`config.mk`:
```
export PLATFORM = sky130hd
export DESIGN_NAME = gpio_regblk
export DESIGN_NICKNAME = d
export VERILOG_FILES = /design/src/rtl/gpio_regblk_pkg.sv /design/src/rtl/gpio_sync2.sv /design/src/rtl/gpio_port_slice.sv /design/src/rtl/gpio_irq_cfg.sv /design/src/rtl/gpio_regblk.sv
export SDC_FILE = /design/constraint.sdc
export NUM_CORES = 1
export LEC_CHECK = 0
export ABC_AREA = 1
export BUFFER_PORTS_ARGS = -buffer_cell sky130_fd_sc_hd__clkbuf_2
export CORE_ASPECT_RATIO = 1.75
export CORE_MARGIN = 5
export CORE_UTILIZATION = 25
export CTS_CLUSTER_SIZE = 14
export DETAILED_ROUTE_END_ITERATION = 8
export PLACE_DENSITY = 0.41
export REMOVE_ABC_BUFFERS = 1
export SYNTH_ARGS = -nofsm -noshare
export SYNTH_HDL_FRONTEND = slang
export SYNTH_HIERARCHICAL = 1
export SYNTH_SLANG_ARGS = --single-unit
```
`constraint.sdc`:
```
create_clock -name clk_i -period 2.7 [get_ports clk_i]
set_input_delay 0.405 -clock clk_i [delete_from_list [all_inputs] [get_ports clk_i]]
set_output_delay 0.405 -clock clk_i [all_outputs]
set_load 0.1 [all_outputs]
```
`src/rtl/gpio_regblk_pkg.sv`:
```
`timescale 1ns/1ps
package gpio_regblk_pkg;
  localparam int unsigned MAX_PORTS = 4;
  localparam int unsigned BUS_W     = 32;

  localparam logic [31:0] PORT_STRIDE = 32'h0C;
  localparam logic [31:0] DOUT_BASE   = 32'h00;
  localparam logic [31:0] DDIR_BASE   = 32'h04;
  localparam logic [31:0] EXT_BASE    = 32'h50;
  localparam logic [31:0] EXT_STRIDE  = 32'h04;
  localparam logic [31:0] OFF_STATUS  = 32'h40;
  localparam logic [31:0] OFF_ACK     = 32'h4C;

  typedef enum int unsigned {
    CFG_EN   = 0,
    CFG_MASK = 1,
    CFG_EDGE = 2,
    CFG_POL  = 3,
    CFG_DBC  = 4
  } cfg_idx_e;

  localparam int unsigned NUM_CFG = 5;

  function automatic logic [31:0] cfg_offset(input int unsigned idx);
    case (idx)
      CFG_EN:   return 32'h30;
      CFG_MASK: return 32'h34;
      CFG_EDGE: return 32'h38;
      CFG_POL:  return 32'h3C;
      default:  return 32'h48;
    endcase
  endfunction

  // word-granular match, byte lanes ignored
  function automatic logic word_hit(input logic [31:0] addr, input logic [31:0] off);
    return (addr >> 2) == (off >> 2);
  endfunction
endpackage

```
`src/rtl/gpio_sync2.sv`:
```
`timescale 1ns/1ps
module gpio_sync2 #(
  parameter int unsigned W = 32
) (
  input  logic         clk_i,
  input  logic         rst_ni,
  input  logic [W-1:0] din_i,
  output logic [W-1:0] dout_o
);
  logic [W-1:0] meta_q, sync_q;
  logic [1:0]   age_q;

  always_ff @(posedge clk_i or negedge rst_ni) begin
    if (!rst_ni) begin
      meta_q <= '0;
      sync_q <= '0;
    end else begin
      meta_q <= din_i;
      sync_q <= meta_q;
    end
  end

  assign dout_o = sync_q;

  // settle counter used only by the latency check
  always_ff @(posedge clk_i or negedge rst_ni) begin
    if (!rst_ni)            age_q <= 2'd0;
    else if (age_q != 2'd2) age_q <= age_q + 2'd1;
  end

  assert_sync_latency_R3: assert property (@(posedge clk_i) disable iff (!rst_ni)
    (age_q == 2'd2) |-> (dout_o == $past(din_i, 2)));
endmodule

```
`src/rtl/gpio_port_slice.sv`:
```
`timescale 1ns/1ps
module gpio_port_slice
  import gpio_regblk_pkg::*;
#(
  parameter int unsigned IDX = 0,
  parameter int unsigned W   = 32
) (
  input  logic         clk_i,
  input  logic         rst_ni,
  input  logic         wr_en_i,
  input  logic [31:0]  addr_i,
  input  logic [W-1:0] wdata_i,
  input  logic [W-1:0] pin_i,
  output logic [W-1:0] out_o,
  output logic [W-1:0] oe_o,
  output logic [31:0]  rdata_o
);
  localparam logic [31:0] OFF_DOUT = DOUT_BASE + IDX * PORT_STRIDE;
  localparam logic [31:0] OFF_DDIR = DDIR_BASE + IDX * PORT_STRIDE;
  localparam logic [31:0] OFF_EXT  = EXT_BASE + IDX * EXT_STRIDE;

  logic         hit_dout, hit_ddir, hit_ext;
  logic [W-1:0] dout_q, ddir_q, pin_s;

  assign hit_dout = word_hit(addr_i, OFF_DOUT);
  assign hit_ddir = word_hit(addr_i, OFF_DDIR);
  assign hit_ext  = word_hit(addr_i, OFF_EXT);

  always_ff @(posedge clk_i or negedge rst_ni) begin
    if (!rst_ni) begin
      dout_q <= '0;
      ddir_q <= '0;
    end else if (wr_en_i) begin
      if (hit_dout) dout_q <= wdata_i;
      if (hit_ddir) ddir_q <= wdata_i;
    end
  end

  gpio_sync2 #(.W(W)) u_sync (
    .clk_i  (clk_i),
    .rst_ni (rst_ni),
    .din_i  (pin_i),
    .dout_o (pin_s)
  );

  assign out_o = dout_q;
  assign oe_o  = ddir_q;

  always_comb begin
    if (hit_dout)      rdata_o = 32'(dout_q);
    else if (hit_ddir) rdata_o = 32'(ddir_q);
    else if (hit_ext)  rdata_o = 32'(pin_s);
    else               rdata_o = '0;
  end

  assert_dout_write_R2: assert property (@(posedge clk_i) disable iff (!rst_ni)
    (wr_en_i && hit_dout) |=> (out_o == $past(wdata_i)));
  assert_dout_hold_R2: assert property (@(posedge clk_i) disable iff (!rst_ni)
    !(wr_en_i && hit_dout) |=> $stable(out_o));
  assert_ddir_hold_R2: assert property (@(posedge clk_i) disable iff (!rst_ni)
    !(wr_en_i && hit_ddir) |=> $stable(oe_o));
endmodule

```
`src/rtl/gpio_irq_cfg.sv`:
```
`timescale 1ns/1ps
module gpio_irq_cfg
  import gpio_regblk_pkg::*;
#(
  parameter int unsigned W = 32
) (
  input  logic         clk_i,
  input  logic         rst_ni,
  input  logic         wr_en_i,
  input  logic [31:0]  addr_i,
  input  logic [W-1:0] wdata_i,
  input  logic [W-1:0] status_i,
  output logic [W-1:0] en_o,
  output logic [W-1:0] mask_o,
  output logic [W-1:0] edge_o,
  output logic [W-1:0] pol_o,
  output logic [W-1:0] dbc_o,
  output logic [W-1:0] ack_o,
  output logic [31:0]  rdata_o
);
  logic [W-1:0]       cfg_q   [NUM_CFG];
  logic [NUM_CFG-1:0] cfg_hit;
  logic               hit_sts, hit_ack;
  logic [W-1:0]       ack_q;

  for (genvar i = 0; i < NUM_CFG; i++) begin : g_cfg
    assign cfg_hit[i] = word_hit(addr_i, cfg_offset(i));

    always_ff @(posedge clk_i or negedge rst_ni) begin
      if (!rst_ni)                  cfg_q[i] <= '0;
      else if (wr_en_i && cfg_hit[i]) cfg_q[i] <= wdata_i;
    end

    assert_cfg_hold_R4: assert property (@(posedge clk_i) disable iff (!rst_ni)
      !(wr_en_i && cfg_hit[i]) |=> $stable(cfg_q[i]));
  end

  assign hit_sts = word_hit(addr_i, OFF_STATUS);
  assign hit_ack = word_hit(addr_i, OFF_ACK);

  always_ff @(posedge clk_i or negedge rst_ni) begin
    if (!rst_ni) ack_q <= '0;
    else         ack_q <= (wr_en_i && hit_ack) ? wdata_i : '0;
  end

  assign en_o   = cfg_q[CFG_EN];
  assign mask_o = cfg_q[CFG_MASK];
  assign edge_o = cfg_q[CFG_EDGE];
  assign pol_o  = cfg_q[CFG_POL];
  assign dbc_o  = cfg_q[CFG_DBC];
  assign ack_o  = ack_q;

  always_comb begin
    rdata_o = '0;
    for (int i = 0; i < NUM_CFG; i++)
      if (cfg_hit[i]) rdata_o = 32'(cfg_q[i]);
    if (hit_sts) rdata_o = 32'(status_i);
  end

  assert_ack_pulse_R6: assert property (@(posedge clk_i) disable iff (!rst_ni)
    !(wr_en_i && hit_ack) |=> (ack_o == '0));
  assert_ack_onehit_R4: assert property (@(posedge clk_i) disable iff (!rst_ni)
    $onehot0({cfg_hit, hit_sts, hit_ack}));
endmodule

```
`src/rtl/gpio_regblk.sv`:
```
`timescale 1ns/1ps
module gpio_regblk
  import gpio_regblk_pkg::*;
#(
  parameter int unsigned NUM_PORTS  = 4,
  parameter int unsigned PORT_WIDTH = 32,
  parameter int unsigned ADDR_W     = 7
) (
  input  logic                            clk_i,
  input  logic                            rst_ni,
  input  logic                            psel_i,
  input  logic                            penable_i,
  input  logic                            pwrite_i,
  input  logic [ADDR_W-1:0]               paddr_i,
  input  logic [BUS_W-1:0]                pwdata_i,
  output logic [BUS_W-1:0]                prdata_o,
  output logic                            pready_o,
  output logic                            pslverr_o,
  input  logic [NUM_PORTS*PORT_WIDTH-1:0] pin_i,
  output logic [NUM_PORTS*PORT_WIDTH-1:0] pin_out_o,
  output logic [NUM_PORTS*PORT_WIDTH-1:0] pin_oe_o,
  output logic [PORT_WIDTH-1:0]           irq_en_o,
  output logic [PORT_WIDTH-1:0]           irq_mask_o,
  output logic [PORT_WIDTH-1:0]           irq_edge_o,
  output logic [PORT_WIDTH-1:0]           irq_pol_o,
  input  logic [PORT_WIDTH-1:0]           irq_status_i,
  output logic [PORT_WIDTH-1:0]           dbc_en_o,
  output logic [PORT_WIDTH-1:0]           irq_ack_o
);
  localparam int unsigned NSRC = NUM_PORTS + 1;

  logic                  wr_en, rd_en;
  logic [31:0]           addr;
  logic [PORT_WIDTH-1:0] wdata;
  logic [31:0]           src_rdata [NSRC];
  logic [31:0]           rd_mux;

  assign wr_en = psel_i && penable_i && pwrite_i;
  assign rd_en = psel_i && !pwrite_i;
  assign addr  = 32'(paddr_i);
  assign wdata = pwdata_i[PORT_WIDTH-1:0];

  for (genvar p = 0; p < NUM_PORTS; p++) begin : g_port
    gpio_port_slice #(.IDX(p), .W(PORT_WIDTH)) u_slice (
      .clk_i   (clk_i),
      .rst_ni  (rst_ni),
      .wr_en_i (wr_en),
      .addr_i  (addr),
      .wdata_i (wdata),
      .pin_i   (pin_i[p*PORT_WIDTH +: PORT_WIDTH]),
      .out_o   (pin_out_o[p*PORT_WIDTH +: PORT_WIDTH]),
      .oe_o    (pin_oe_o[p*PORT_WIDTH +: PORT_WIDTH]),
      .rdata_o (src_rdata[p])
    );
  end

  gpio_irq_cfg #(.W(PORT_WIDTH)) u_irq_cfg (
    .clk_i    (clk_i),
    .rst_ni   (rst_ni),
    .wr_en_i  (wr_en),
    .addr_i   (addr),
    .wdata_i  (wdata),
    .status_i (irq_status_i),
    .en_o     (irq_en_o),
    .mask_o   (irq_mask_o),
    .edge_o   (irq_edge_o),
    .pol_o    (irq_pol_o),
    .dbc_o    (dbc_en_o),
    .ack_o    (irq_ack_o),
    .rdata_o  (src_rdata[NUM_PORTS])
  );

  // decodes are disjoint, so an OR tree is enough
  always_comb begin
    rd_mux = '0;
    for (int s = 0; s < NSRC; s++) rd_mux |= src_rdata[s];
  end

  assign prdata_o  = rd_en ? rd_mux : '0;
  assign pready_o  = 1'b1;
  assign pslverr_o = 1'b0;

  assert_setup_nowrite_R9: assert property (@(posedge clk_i) disable iff (!rst_ni)
    (psel_i && !penable_i) |=> ($stable(pin_out_o) && $stable(pin_oe_o)));
  assert_upper_zero_R8: assert property (@(posedge clk_i) disable iff (!rst_ni)
    ((64'(prdata_o) >> PORT_WIDTH) == 64'd0));
  assert_idle_quiet_R7: assert property (@(posedge clk_i) disable iff (!rst_ni)
    !psel_i |=> ($stable(pin_out_o) && $stable(irq_en_o) && (irq_ack_o == '0)));
endmodule

```
* Word-level counts from Yosys, hierarchy flattened
Cells that the tools add are included.
** Cells by class
- Equality and inequality tests :: 18
- Multiplexer cells :: 20
- Bitwise operators :: 4
- Reduce and logical (&&, ||, !) cells :: 19
** Operators by type and width (number)
- $mux W32 :: 20
- $or A32 B32 Y32 :: 4
- $eq A5 B5 Y1 const B :: 7
- $logic_not A32 Y1 :: 1
- $eq A5 B4 Y1 const B :: 6
- $reduce_and A2 Y1 :: 8
- $eq A5 B3 Y1 const B :: 3
- $logic_and A1 B1 Y1 :: 9
- $eq A5 B1 Y1 const B :: 1
- $eq A5 B2 Y1 const B :: 1
- $logic_not A1 Y1 :: 1
** Word-level totals
- Register bits :: 704
- Bits of input ports :: 204
- Output and inout bits :: 482
- Word-level logic and storage cells :: 83

* Logic depth before layout (Yosys ltp)
- Word-level depth :: 9
- Depth in mapped cells :: 17

* By module
Netlist, hierarchy kept.
** By module, submodules not included
- gpio_irq_cfg :: instances 1, cells each 1210, area each 9235.1 um^2, seq. area each 4804.6 um^2
- gpio_sync2 :: instances 4, cells each 64, area each 1601.5 um^2, seq. area each 1601.5 um^2
- gpio_port_slice (g_port[2].u_slice) :: instances 1, cells each 531, area each 3861.2 um^2, seq. area each 1601.5 um^2
- gpio_port_slice (g_port[1].u_slice) :: instances 1, cells each 524, area each 3821.2 um^2, seq. area each 1601.5 um^2
- gpio_port_slice (g_port[0].u_slice) :: instances 1, cells each 524, area each 3819.9 um^2, seq. area each 1601.5 um^2
- gpio_port_slice (g_port[3].u_slice) :: instances 1, cells each 528, area each 3757.4 um^2, seq. area each 1601.5 um^2
- gpio_regblk :: instances 1, cells each 202, area each 838.3 um^2, seq. area each 0.0 um^2

* Worst setup path after synthesis
OpenSTA, ideal clock, no wires.
- Path type :: input to output
- Start point :: in paddr_i[6]
- End point :: out prdata_o[30]
- Arrival :: 2191 ps
- Path slack :: 104 ps
- Cell stages on the path :: 16
- Path buffers :: 1
- Cells stage by stage :: nor2_1 nand2_2 inv_1 nand2_1 nor2_4 buf_2 nand3_1 nand3_1 nand2_1 nand2_1 nand2_1 nand2_1 nor2_1 nand3_1 nand2_1 inv_1
** RTL lines
- from (decl) :: line gpio_regblk.sv:14 : input logic [ADDR_W-1:0] paddr_i,
- to (decl) :: line gpio_regblk.sv:16 : output logic [BUS_W-1:0] prdata_o,

==> results.py <==
metrics = {
    "synth": {
        "synthSimpleGateAreaFrac_pct": 24.0,
        "ys.flop_type": "dfrtp_1",
        "synth.area.top_cells": "dfrtp_1, nand2_1, inv_1, nand3_1, o21ai_1",
        "ys_ff_latch": 704,
        "synth_cells": 3775,
        "synthesis.area_mm2": 0.0317,
        "synth_xor_xnor_area_share_pct": 0,
        "synthArstFlopShare_pct": 100,
        "synth_area_leader_cell": "dfrtp_1",
        "synth_top_family_by_area": "simple AND/OR/NAND/NOR gates",
        "synth_compound_area_share_pct": 10.2,
        "ys_seq_area_share_pct": 55.5,
        "synth_top_area_share_pct": 55.5,
        "ys_top_cells_by_count": "nand2_1, dfrtp_1, inv_1",
        "synth_edf_count": 0,
        "syn_avg_cell_area_um2": 8.41,
        "ys_types": 33,
        "yosys_warnings": 6,
        "synthAdderAreaFrac_pct": 0,
        "synthMuxAreaShare_pct": 0,
        "synth.most_common_cell": "nand2_1",
    },
    "worst_setup_path": {
        "cp_top_family": "buffers and inverters",
        "critPathBufInv": 9,
        "r2r-start": "u_irq_cfg/dbc_o[0]$_DFFE_PN0P_",
        "max_stage_delay_ns": 0.20,
        "critical_path.max_fanout": 8,
        "worst_setup_path_start_kind": "input pin",
        "r2r-end": "u_irq_cfg/dbc_o[0]$_DFFE_PN0P_",
        "crit_chain": "clkbuf_16, buf_4, inv_2, nand4_1, nor2_4, nand3_4, buf_12, clkbuf_16, nand2_2, inv_1, nand2_1, nand2_2, nand2_4, inv_2, nand3_2, nand2_2, inv_2, buf_12",
        "worstSetupPathType": "in2out",
        "arrival_ns": 2.51,
        "r2r_slack_ns": 1.91,
        "r2r_cells": 2,
        "critPathRequiredTime_ns": 2.30,
        "cp.depth": 18,
        "cp_slowest_cell": "nor2_4",
        "timing.critical_path.to_type": "output port",
    },
    "global_routing": {
        "grt_start_max_net_pins": 96,
        "antenna_found_initial": 13,
        "grt_pass1_wl_um": 215000,
        "grt_pass1_vias": 29300,
        "overflow": 0,
        "grt_usage_pct": 22.1,
    },
    "routing": {
        "vias": 29200,
        "wl_um": 157000,
        "ant_nets": 0,
        "via_per_inst": 4.41,
        "dr.pass1.iters": 5,
        "drc": 0,
        "wl_per_cell_um": 23.6,
        "drt_iter0_markers": 1942,
    },
    "placement": {
        "portBuffers": 681,
        "place.gp.congestion": 0.843,
        "hpwl_um": 106000,
        "dp_cells": 6273,
    },
    "sta": {
        "relSlewSlack_pct": 54.1,
        "finalHoldViolCount": 0,
        "tightest_slew_ns": 0.692,
        "slew_viol_final": 0,
        "rsz0062_at_grt": "yes",
        "finalWorstSetupSlack_ns": -0.216,
        "holdWs_ns": 0.129,
        "min_period_ns": 2.92,
        "setup_viol": 32,
        "fin_crit_sh_pct": 108,
        "final.setup.tns_ns": -2.44,
        "skew_ns": 0.0127,
        "max_freq_mhz": 343,
    },
    "layout": {
        "fillers": 13200,
        "fin_cells": 6625,
        "area_growth_pct": 43.5,
        "drive_gt1_share_pct": 30.2,
        "nNetsFinal": 5099,
    },
    "floorplan": {
        "fp.dieW_um": 279,
        "dieArea_mm2": 0.134,
        "die_h_um": 481,
        "core-area_mm2": 0.127,
        "std_cell_rows": 173,
        "start_util_pct": 25.1,
        "pin_count": 686,
    },
    "power": {
        "ir_drop_mv": 0.513,
        "p_leak_uw": 0.0240,
        "power_uw": 23200,
        "power_density_mw_per_mm2": 509,
    },
    "cts": {
        "clk_pin_slew_ns": 0.06,
        "cts_max_level": 3,
        "clock_latency_ns": 0.67,
        "cts_root_buffer": "clkbuf_16",
        "cts_made_buffers": 79,
        "clock-sinks": 704,
        "cts_tree": "yes",
        "cts.path.max_buffers": 3,
    },
    "outcome": {
        "outcome": "finished with violations",
        "violations": "negative setup slack",
    },
    "job": {
        "drv_cap": 0,
    },
    "hold_path": {
        "hold_path_class": "in2reg",
        "hp-start": "pwdata_i[10]",
        "worstHoldPathCells": 3,
        "hold_end": "u_irq_cfg/en_o[10]$_DFFE_PN0P_",
    },
}
-- cells in the final DEF, fill, tap and decap left out, types with 8 or more instances in the layout --
cell type / synthesis / routed
inv_2: 6 / 49
inv_4: 0 / 8
nand4_1: 14 / 14
clkbuf_1: 27 / 11
nor2_4: 9 / 34
clkbuf_8: 0 / 14
nand3_2: 2 / 27
dfrtp_1: 704 / 704
conb_1: 2 / 135
inv_1: 468 / 416
nand2_4: 8 / 14
nand2_2: 5 / 60
buf_6: 57 / 35
nor2_1: 273 / 216
buf_4: 13 / 143
clkinv_2: 0 / 14
a21oi_2: 0 / 12
buf_16: 0 / 17
o21ai_1: 218 / 216
clkbuf_16: 0 / 93
nor2_2: 9 / 41
clkinvlp_4: 0 / 8
dlygate4sd3_1: 0 / 129
o21ai_2: 124 / 126
buf_12: 0 / 118
a21oi_1: 160 / 148
nand2_1: 1217 / 1155
o21ai_0: 54 / 54
nand3_1: 285 / 257
clkbuf_2: 0 / 643
-- worst min-delay path, stage by stage --
cell and delay [ns]:
clkbuf_2 0.22, nand2_1 0.08, o21ai_0 0.07
-- metal layers --
layer / track usage, % / wire length [µm] / vias up
li1: - / - / 13800
met1: 29.0 / 66300 / 14100
met2: 37.0 / 75400 / 1078
met3: 4.76 / 10800 / 201
met4: 6.04 / 4030 / 10
met5: 0 / 57 / -
-- metrics by stage --
stage | setup slack, ns | utilization (%) | cell area, µm²
after floorplan | -2.49 | - | 30800
after global placement | -0.391 | 31.1 | 39300
after detailed placement | -0.401 | 31.1 | 39300
after CTS | -0.152 | 35.5 | 44900
after global routing | -0.225 | 35.9 | 45500
final | -0.216 | 36.0 | 45500
-- registers in the layout, summed over array words and instances (netlist names) --
signal / count
g_port.u_slice/oe_o: 128
g_port.u_slice/out_o: 128
g_port.u_slice/u_sync/dout_o: 128
g_port.u_slice/u_sync/meta_q: 128
u_irq_cfg/ack_o: 32
u_irq_cfg/dbc_o: 32
u_irq_cfg/edge_o: 32
u_irq_cfg/en_o: 32
u_irq_cfg/mask_o: 32
u_irq_cfg/pol_o: 32
-- cell type report --
type	instances	area (µm²)	area share [%]
Sequential cell	704	17600	38.7
Tap cell	1662	2080	4.57
Antenna cell	6	15.0	0.0330
Timing Repair Buffer	1107	9300	20.4
Clock buffer	104	2220	4.88
Clock inverter	39	443	0.973
Inverter	475	1810	3.98
Multi-Input combinational cell	2528	12000	26.5
-- worst max path at each step --
| stage | start | endpoint |
|---|---|---|
| global placement | paddr_i[5] | prdata_o[20] |
| global route | paddr_i[4] | prdata_o[9] |
| finish | paddr_i[4] | prdata_o[9] |
| detailed placement | paddr_i[4] | prdata_o[25] |
| floorplan | penable_i | u_irq_cfg/en_o[0]$_DFFE_PN0P_ |
| CTS | paddr_i[4] | prdata_o[31] |
-- report_power, final --
| part | switching [µW] | total (µW) | internal [µW] |
|---|---|---|---|
| clock | 4910 | 11300 | 6440 |
| combinational | 674 | 1030 | 352 |
| sequential | 67.7 | 10800 | 10700 |
-- timing repair --
action / CTS / global route
hold buffers: 129 / 0
gates cloned: 19 / 11
gates resized for setup: 234 / 91
pin swaps: 57 / 60
setup buffers: 38 / 12
endpoints found under the setup margin: 32 / 32
hold endpoints to repair: 147 / 0
-- logic make-up (layout without fill, tap and decap cells) --
kind of cell,after synthesis,after routing
AND/OR/NAND/NOR,1837,1837
other,2,141
AO/OA/AOI/OAI,556,556
buffers and inverters,676,1725
flip-flops,704,704
No activity file was read; power rests on OpenSTA's default activity.
